`src/rtl/vec_key_search.sv`:
```
module vec_key_search #(
  parameter int LANE_W  = 32,
  parameter int LANES   = 4,
  parameter int ADDR_W  = 16,
  parameter int CNT_W   = 16,
  parameter int MEM_LAT = 3
) (
  input  logic                    clk,
  input  logic                    rst_n,
  input  logic                    start,
  output logic                    ready,
  input  logic [LANE_W-1:0]       key,
  input  logic [ADDR_W-1:0]       base,
  input  logic [CNT_W-1:0]        count,
  output logic                    rd_en,
  output logic [ADDR_W-1:0]       rd_addr,
  input  logic [LANES*LANE_W-1:0] rd_data,
  output logic                    done,
  output logic                    found,
  output logic [CNT_W-1:0]        index
);
  localparam int LSH = $clog2(LANES);
  localparam int EW  = CNT_W + LSH;

  logic              busy;
  logic [CNT_W:0]    left_q;
  logic [ADDR_W-1:0] addr_q;
  logic [CNT_W-1:0]  vec_q, n_q;
  logic [LANE_W-1:0] key_q;

  logic [MEM_LAT-1:0] tv, tlast;
  logic [CNT_W-1:0]   tvec [MEM_LAT];

  logic              cmp_v, cmp_last;
  logic [CNT_W-1:0]  cmp_vec;
  logic [LANES-1:0]  eq_q, lane_eq;
  logic [LSH-1:0]    first;

  logic              done_q, found_q;
  logic [CNT_W-1:0]  index_q;

  wire accept = start && !busy;
  wire hit    = |eq_q;
  wire finish = busy && cmp_v && (hit || cmp_last);
  wire [CNT_W:0] vecs = ({1'b0, count} + (CNT_W+1)'(LANES - 1)) >> LSH;

  assign ready   = !busy;
  assign rd_en   = busy && (left_q != '0);
  assign rd_addr = addr_q;
  assign done    = done_q;
  assign found   = found_q;
  assign index   = index_q;

  for (genvar l = 0; l < LANES; l++) begin : g_lane
    wire [EW-1:0] elem = {tvec[MEM_LAT-1], LSH'(l)};
    assign lane_eq[l] = (rd_data[l*LANE_W +: LANE_W] == key_q) &&
                        (elem < {{LSH{1'b0}}, n_q});
  end

  always_comb begin
    first = '0;
    for (int l = LANES - 1; l >= 0; l--)
      if (eq_q[l]) first = LSH'(l);
  end

  always_ff @(posedge clk) begin
    if (!rst_n) begin
      busy <= 1'b0; left_q <= '0; addr_q <= '0; vec_q <= '0; n_q <= '0; key_q <= '0;
      tv <= '0; tlast <= '0;
      for (int i = 0; i < MEM_LAT; i++) tvec[i] <= '0;
      cmp_v <= 1'b0; cmp_last <= 1'b0; cmp_vec <= '0; eq_q <= '0;
      done_q <= 1'b0; found_q <= 1'b0; index_q <= '0;
    end else begin
      done_q   <= 1'b0;
      tv[0]    <= rd_en;
      tlast[0] <= (left_q == (CNT_W+1)'(1));
      tvec[0]  <= vec_q;
      for (int i = 1; i < MEM_LAT; i++) begin
        tv[i]    <= tv[i-1];
        tlast[i] <= tlast[i-1];
        tvec[i]  <= tvec[i-1];
      end
      cmp_v    <= tv[MEM_LAT-1];
      cmp_last <= tlast[MEM_LAT-1];
      cmp_vec  <= tvec[MEM_LAT-1];
      eq_q     <= lane_eq;
      if (rd_en) begin
        addr_q <= addr_q + 1'b1;
        vec_q  <= vec_q + 1'b1;
        left_q <= left_q - 1'b1;
      end
      if (accept) begin
        key_q   <= key;
        n_q     <= count;
        addr_q  <= base;
        vec_q   <= '0;
        left_q  <= vecs;
        found_q <= 1'b0;
        index_q <= '0;
        if (count == '0) done_q <= 1'b1;
        else             busy   <= 1'b1;
      end else if (finish) begin
        done_q  <= 1'b1;
        busy    <= 1'b0;
        found_q <= hit;
        index_q <= hit ? CNT_W'({cmp_vec, first}) : '0;
        left_q  <= '0;
        tv      <= '0;
        cmp_v   <= 1'b0;
      end
    end
  end
endmodule

```
`config.mk`:
```
export PLATFORM = sky130hd
export DESIGN_NAME = vec_key_search
export DESIGN_NICKNAME = d
export VERILOG_FILES = /design/src/rtl/vec_key_search.sv
export SDC_FILE = /design/constraint.sdc
export NUM_CORES = 1
export LEC_CHECK = 0
export ABC_AREA = 1
export CAP_MARGIN = 30
export CORE_MARGIN = 2
export CORE_UTILIZATION = 55
export DETAILED_ROUTE_END_ITERATION = 16
export PLACE_DENSITY = 0.85
export SYNTH_ARGS = -nofsm -noshare
export SYNTH_HDL_FRONTEND = slang
export SYNTH_SLANG_ARGS = --single-unit
export TNS_END_PERCENT = 5
```
`constraint.sdc`:
```
create_clock -name clk -period 2.8 [get_ports clk]
set_input_delay 0.42 -clock clk [delete_from_list [all_inputs] [get_ports clk]]
set_output_delay 0.42 -clock clk [all_outputs]
set_load 0.02 [all_outputs]
```
==> results.yml, run 1 <==
global_routing:
  grt_pass1_wl_mm: 51.6
  grt_pass1_vias: 10117
  antenna_found_initial: 2
  grt_max_degree: 143
  grt_use_total_pct: 33.2
  grt_overflow: 0
power_and_ir_drop:
  max-vdd-ir-drop_v: 0.000525
  clkPwrFrac_pct: 35.1
  leakage_nw: 6.03
  cellInternalPower_w: 0.00465
  power_switching_w: 0.00216
  power_density_nw_per_um2: 517
  switching_share_pct: 31.7
  combPwrFrac_pct: 21.3
  seqPwrFrac_pct: 43.6
timing:
  setup_ws_ns: 0.180
  grt_setup_unrepaired: "no"
  tns_ns: 0
  hold_violations: 0
  fin_crit_sh_pct: 93.6
  relSlewSlack_pct: 59.3
  fin_crit_ns: 2.62
  whs_ns: 0.410
  worst_pin_slew_ns: 0.610
  clock.fmax_mhz: 382
  finClkSkew_ns: 0.0110
  setup_viol_count_final: 0
  drv_slew: 0
status:
  status: "finished clean"
place:
  dpl.hpwl_mm: 24.9
  gp_congestion: 1.02
  io_buffers: 230
  post-place-ws_ns: 0.479
  placedCellCount: 1984
routing:
  remaining_drc_errors: 0
  wl_met2_mm: 15.3
  drt-initial-drc-count: 949
  firstDrtPassIters: 5
  wl_met3_mm: 2.82
  wl_met1_mm: 13.5
  wl_per_cell_microns: 16.4
  routed_wl_mm: 33.0
  vias: 10817
  via_per_inst: 5.36
  ant_nets: 0
  top_layer: "met4"
worst_hold_path:
  min_from: "tvec[0][25]$_SDFF_PN0_"
  holdPathStages: 2
  hp-class: "flip-flop to flip-flop"
  holdPathEnd: "tvec[0][41]$_SDFF_PN0_"
layout:
  layout_commonest_cell: "nand2_1"
  nets: 1988
  postLayoutCoreUtil_pct: 73.1
  drive_gt1_share_pct: 3.64
  layout_common_cells: "nand2_1, inv_1, clkdlybuf4s50_1"
  stdcell_count: 2018
  area_delta_synth_final_pct: 29.8
die:
  initial_utilization_pct: 56.3
  fp-row-count: 49
  dieArea_sq_um: 19500
  ios: 231
  fp.dieH_microns: 140
  core_sq_um: 18000
  die_w_microns: 140
synth:
  synth_fp_nets: 1782
  syn_inst: 1568
  synth_cell_types: 35
  yosysTopAreaCell: "dfxtp_1"
  synth_warnings: 0
  syn_area_per_cell_sq_um: 6.47
  synth_area_sq_um: 10100
  synth_top_area_share_pct: 37.5
  netlist_top_cells_area: "dfxtp_1, nand2_1, inv_1"
  yosysSeqAreaShare_pct: 37.5
  ys_ff_latch: 190
clock_network:
  post-cts-setup-buffer-count: 0
  numCtsBuffers: 17
  holdBufCountCts: 0
  post_cts_resize_count: 0
  htreeDepth: 4
  cts_tree: "built"
  clk_pin_slew_worst_paths_ns: 0.08
  clk_path_buf_depth: 2
  cts_root_buf: "clkbuf_16"
  cts_sinks: 190
  insertion_delay_ns: 0.44
setup_path:
  setup.worst_path.end_class: "primary output"
  arrival_ns: 2.20
  path_buf_inv: 3
  reg2reg_from: "left_q[0]$_SDFFE_PN0P_"
  r2r_end: "left_q[8]$_SDFFE_PN0P_"
  critical_path.slowest_cell: "clkdlybuf4s50_1"
  crit_family: "buffers and inverters"
  crit_start: "left_q[0]$_SDFFE_PN0P_"
  max_stage_delay_ns: 0.59
  r2r_slack_ns: 0.50
  required_ns: 2.38
  worstSetupPathType: "flip-flop to primary output"
  start_kind: "flip-flop"
  r2r_cells: 11
  crit_chain: "inv_1 > ha_1 > nand2_2 > nor2_4 > nand3_2 > nand2_4 > inv_2 > clkdlybuf4s50_1"
  path_max_fanout: 6
flow_run:
  maxCapViolCount: 0
worst reg2reg max path: cells and delay by family (launching register included):
family | cells | cell delay [ns]
AND/OR/NAND/NOR | 7 | 1.00
buffers and inverters | 3 | 0.69
flip-flops | 1 | 0.36
adder cells (fa/ha/maj) | 1 | 0.20
kinds of logic after synthesis:
kind of cell	after synthesis	share of synthesized area (%)
xor gates and xnor gates	67	5.78
buffers and inverters	289	11.1
adders and majority gates	19	2.34
DFF	190	37.5
AOI/OAI and AO/OA	253	12.8
and+or+nand+nor	750	30.5
per-layer routing:
| metal | vias up | GRT usage (%) |
|---|---|---|
| met3 | 92 | 6.74 |
| met4 | 0 | 15.0 |
| li1 | 5303 | - |
| met5 | - | 0 |
| met2 | 527 | 55.3 |
| met1 | 4895 | 41.5 |
power by group through the flow:
stage               clock network, W  registers (W)  logic, W
floorplan                          0        0.00301  0.000816
global placement                   0        0.00302   0.00139
detailed placement                 0        0.00303   0.00142
CTS                          0.00239        0.00296   0.00143
global route                 0.00250        0.00298   0.00160
finish                       0.00239        0.00297   0.00145
how the worst max path moves through the flow:
stage,end,slack [ns],cells past startpoint
after floorplan,rd_en,1.02,8
after global placement,left_q[4]$_SDFFE_PN0P_,0.62,11
after detailed placement,left_q[8]$_SDFFE_PN0P_,0.48,11
after CTS,rd_en,0.09,8
after global routing,rd_en,0.07,8
final,rd_en,0.18,8
registers in the layout, summed over array words and instances (netlist names):
signal,flops
busy,1
cmp_last,1
cmp_v,1
cmp_vec,14
done,1
eq_q,4
found,1
index,16
key_q,32
left_q,17
n_q,16
rd_addr,16
tlast,3
tv,3
tvec,48
vec_q,16
synth_stat cells:
library cell / number
nor2_1: 207
nand3_1: 99
nand4_1: 18
and3_1: 1
o21a_1: 1
a311oi_1: 1
a21oi_1: 86
nand3b_1: 2
nor2_4: 1
inv_1: 232
xor2_1: 31
buf_4: 5
nand2_2: 2
buf_6: 2
or2_2: 8
nand2_1: 388
nor2_2: 4
xnor2_1: 36
o21ai_0: 136
a21oi_4: 1
and2_1: 3
buf_2: 9
nor4_1: 2
inv_2: 7
o221ai_1: 1
buf_1: 3
nor3b_1: 2
nand2_4: 2
dfxtp_1: 190
nor3_1: 10
ha_1: 19
clkbuf_1: 31
nand3_2: 1
o21bai_1: 4
o21ai_1: 23
per-stage QoR:
stage               power [W]  cell area [sq um]
global placement      0.00441              12600
floorplan             0.00382              10100
detailed placement    0.00444              12600
CTS                   0.00678              13200
global route          0.00708              13200
finish                0.00681              13200
layout make-up:
cell class / instances / area (sq um)
Tap cell: 229 / 287
Clock buffer: 19 / 433
Sequential cell: 190 / 3800
Clock inverter: 13 / 148
Timing Repair Buffer: 237 / 2380
Inverter: 239 / 897
Antenna cell: 2 / 5.00
Fill cell: 1514 / 4850
Multi-Input combinational cell: 1089 / 5220
Power figures use the tool's default switching activity.
==> inputs of run 2 (changes only) <==
CAP_MARGIN = not set   (was 30)
CTS_CLUSTER_SIZE = 25   (was not set)
==> results of run 2 <==
No change in the layout: final DEF, timing and power equal those of run 1.
==> inputs of run 3 (changes only) <==
--- a/config.mk
+++ b/config.mk
@@ -7,5 +7,4 @@
 export LEC_CHECK = 0
 export ABC_AREA = 1
-export CORE_MARGIN = 2
 export CORE_UTILIZATION = 55
 export CTS_CLUSTER_SIZE = 25
==> constraint.sdc (replaced) <==
create_clock -name clk -period 2.8 [get_ports clk]
set_input_delay 0.84 -clock clk [delete_from_list [all_inputs] [get_ports clk]]
set_output_delay 0.84 -clock clk [all_outputs]
set_load 0.02 [all_outputs]
==> run 3 against run 2 <==
Effect of this change:
- critical path depth is the same
- clock power grew 9.6%
- largest cell class unchanged
- global-route usage grew 2.7 points
==> results.yml, run 3 (synthesis gave the netlist of run 1 again) <==
status:
  status: "finished clean"
global_routing:
  grt_max_degree: 143
  antenna_found_initial: 0
  grt_overflow: 0
  grt_pass1_vias: 9828
  grt_pass1_wl_mm: 51.2
  grt_use_total_pct: 35.9
place:
  post-place-ws_ns: 0.174
  placedCellCount: 1990
  gp_congestion: 1.03
  dpl.hpwl_mm: 25.2
  placed_area_sq_um: 12600
  io_buffers: 230
die:
  initial_utilization_pct: 56.3
  dieArea_sq_um: 19000
  core_sq_um: 18000
  fp-row-count: 49
  die_w_microns: 138
  ios: 231
  fp.dieH_microns: 138
setup_path:
  start_kind: "flip-flop"
  setup.worst_path.end_class: "primary output"
  arrival_ns: 1.74
  crit_chain: "inv_1 > ha_1 > nand2_2 > nor2_4 > nand3_2 > nand2_4 > inv_2 > clkbuf_2"
  required_ns: 1.96
  worstSetupPathType: "flip-flop to primary output"
  max_stage_delay_ns: 0.41
  path_max_fanout: 5
  critical_path.slowest_cell: "dfxtp_1"
layout:
  top_regs: "tvec: 48 flops, key_q: 32 flops, left_q: 17 flops"
  final_area_sq_um: 13300
  layout_commonest_cell: "nand2_1"
  stdcell_count: 2023
  largest_register_ffs: 48
  area_delta_synth_final_pct: 31.0
  drive_gt1_share_pct: 4.24
  largest-register: "tvec"
  antennaDiodeCount: 0
  nets: 1995
  nFillCells: 1504
  layout_common_cells: "nand2_1, inv_1, clkdlybuf4s50_1"
routing:
  firstDrtPassIters: 5
  vias: 10862
  ant_nets: 0
  drt-initial-drc-count: 739
  remaining_drc_errors: 0
  via_per_inst: 5.37
  wl_per_cell_microns: 16.7
  routed_wl_mm: 33.9
clock_network:
  numCtsBuffers: 17
  cts_sinks: 190
  cts_root_buf: "clkbuf_16"
  cts_tree: "built"
  clk_pin_slew_worst_paths_ns: 0.09
  clk_path_buf_depth: 2
  htreeDepth: 4
  insertion_delay_ns: 0.45
timing:
  relSlewSlack_pct: 57.0
  tns_ns: 0
  fin_crit_ns: 2.58
  clock.fmax_mhz: 388
  fin_crit_sh_pct: 92.1
  whs_ns: 0.409
  grt_setup_unrepaired: "no"
  drv_slew: 0
  hold_violations: 0
  finClkSkew_ns: 0.0142
  setup_viol_count_final: 0
  setup_ws_ns: 0.221
  worst_pin_slew_ns: 0.643
power_and_ir_drop:
  leakage_nw: 6.10
  power_density_nw_per_um2: 531
  max-vdd-ir-drop_v: 0.000517
worst_hold_path:
  hp-class: "flip-flop to flip-flop"
flow_run:
  maxCapViolCount: 0
-- run 3: cell count changes in the layout (fill, tap and decap cells not counted), moves of 2 or more --
cell | before | now
clkbuf_1 | 2 | 0
inv_8 | 2 | 0
buf_4 | 6 | 13
diode_2 | 2 | 0
clkinv_4 | 2 | 0
inv_12 | 0 | 7
-- run 3: report_power, final --
part / switching [W] / leakage (nW) / total (W) / internal (W)
combinational: 0.000823 / 4.24 / 0.00147 / 0.000650
clock: 0.00135 / 0.312 / 0.00262 / 0.00128
sequential: 0.000144 / 1.55 / 0.00296 / 0.00282
total: 0.00232 / 6.10 / 0.00706 / 0.00475
-- run 3: area by class of cell --
cell class / count / area (sq um) / area share (%)
Tap cell: 229 / 287 / 2.16
Sequential cell: 190 / 3800 / 28.6
Timing Repair Buffer: 244 / 2420 / 18.2
Clock buffer: 17 / 425 / 3.20
Clock inverter: 15 / 225 / 1.69
Multi-Input combinational cell: 1089 / 5230 / 39.3
Inverter: 239 / 897 / 6.75
-- run 3: worst paths after layout --
check / slack [ns] / depth (start not counted) / from / end
worst min register to register: 0.41 / 2 / tvec[0][23]$_SDFF_PN0_ / tvec[0][39]$_SDFF_PN0_
worst min-delay path: 0.41 / 2 / tvec[0][23]$_SDFF_PN0_ / tvec[0][39]$_SDFF_PN0_
worst max register to register: 0.58 / 11 / left_q[0]$_SDFFE_PN0P_ / left_q[4]$_SDFFE_PN0P_
worst max-delay path: 0.22 / 8 / left_q[0]$_SDFFE_PN0P_ / rd_en
-- run 3: routing by layer --
metal	vias up	global-route usage, %	routed length (microns)
met3	87	7.17	2890
met1	4961	43.5	13800
met5	-	0	0
li1	5323	-	-
met2	491	61.1	15900
met4	0	16.0	1340
-- run 3: critical path: cells and delay by family (launching register included) --
kind | cells | cell delay [ns]
adders and majority gates | 1 | 0.23
buffers and inverters | 3 | 0.32
DFF | 1 | 0.41
and+or+nand+nor | 4 | 0.33
-- run 3: what timing repair did --
action                                  CTS  global route
gates resized for setup                   2             4
pin swaps                                 1             0
hold buffers                              0             0
endpoints found under the setup margin    1             1
setup buffers                             1             0
gates cloned                              0             0
-- run 3: stage by stage --
stage                     util (%)  power, W
final                         73.7   0.00706
after global routing          73.7   0.00735
after CTS                     73.7   0.00706
after detailed placement      70.1   0.00445
after global placement        70.1   0.00443
after floorplan                  -   0.00382
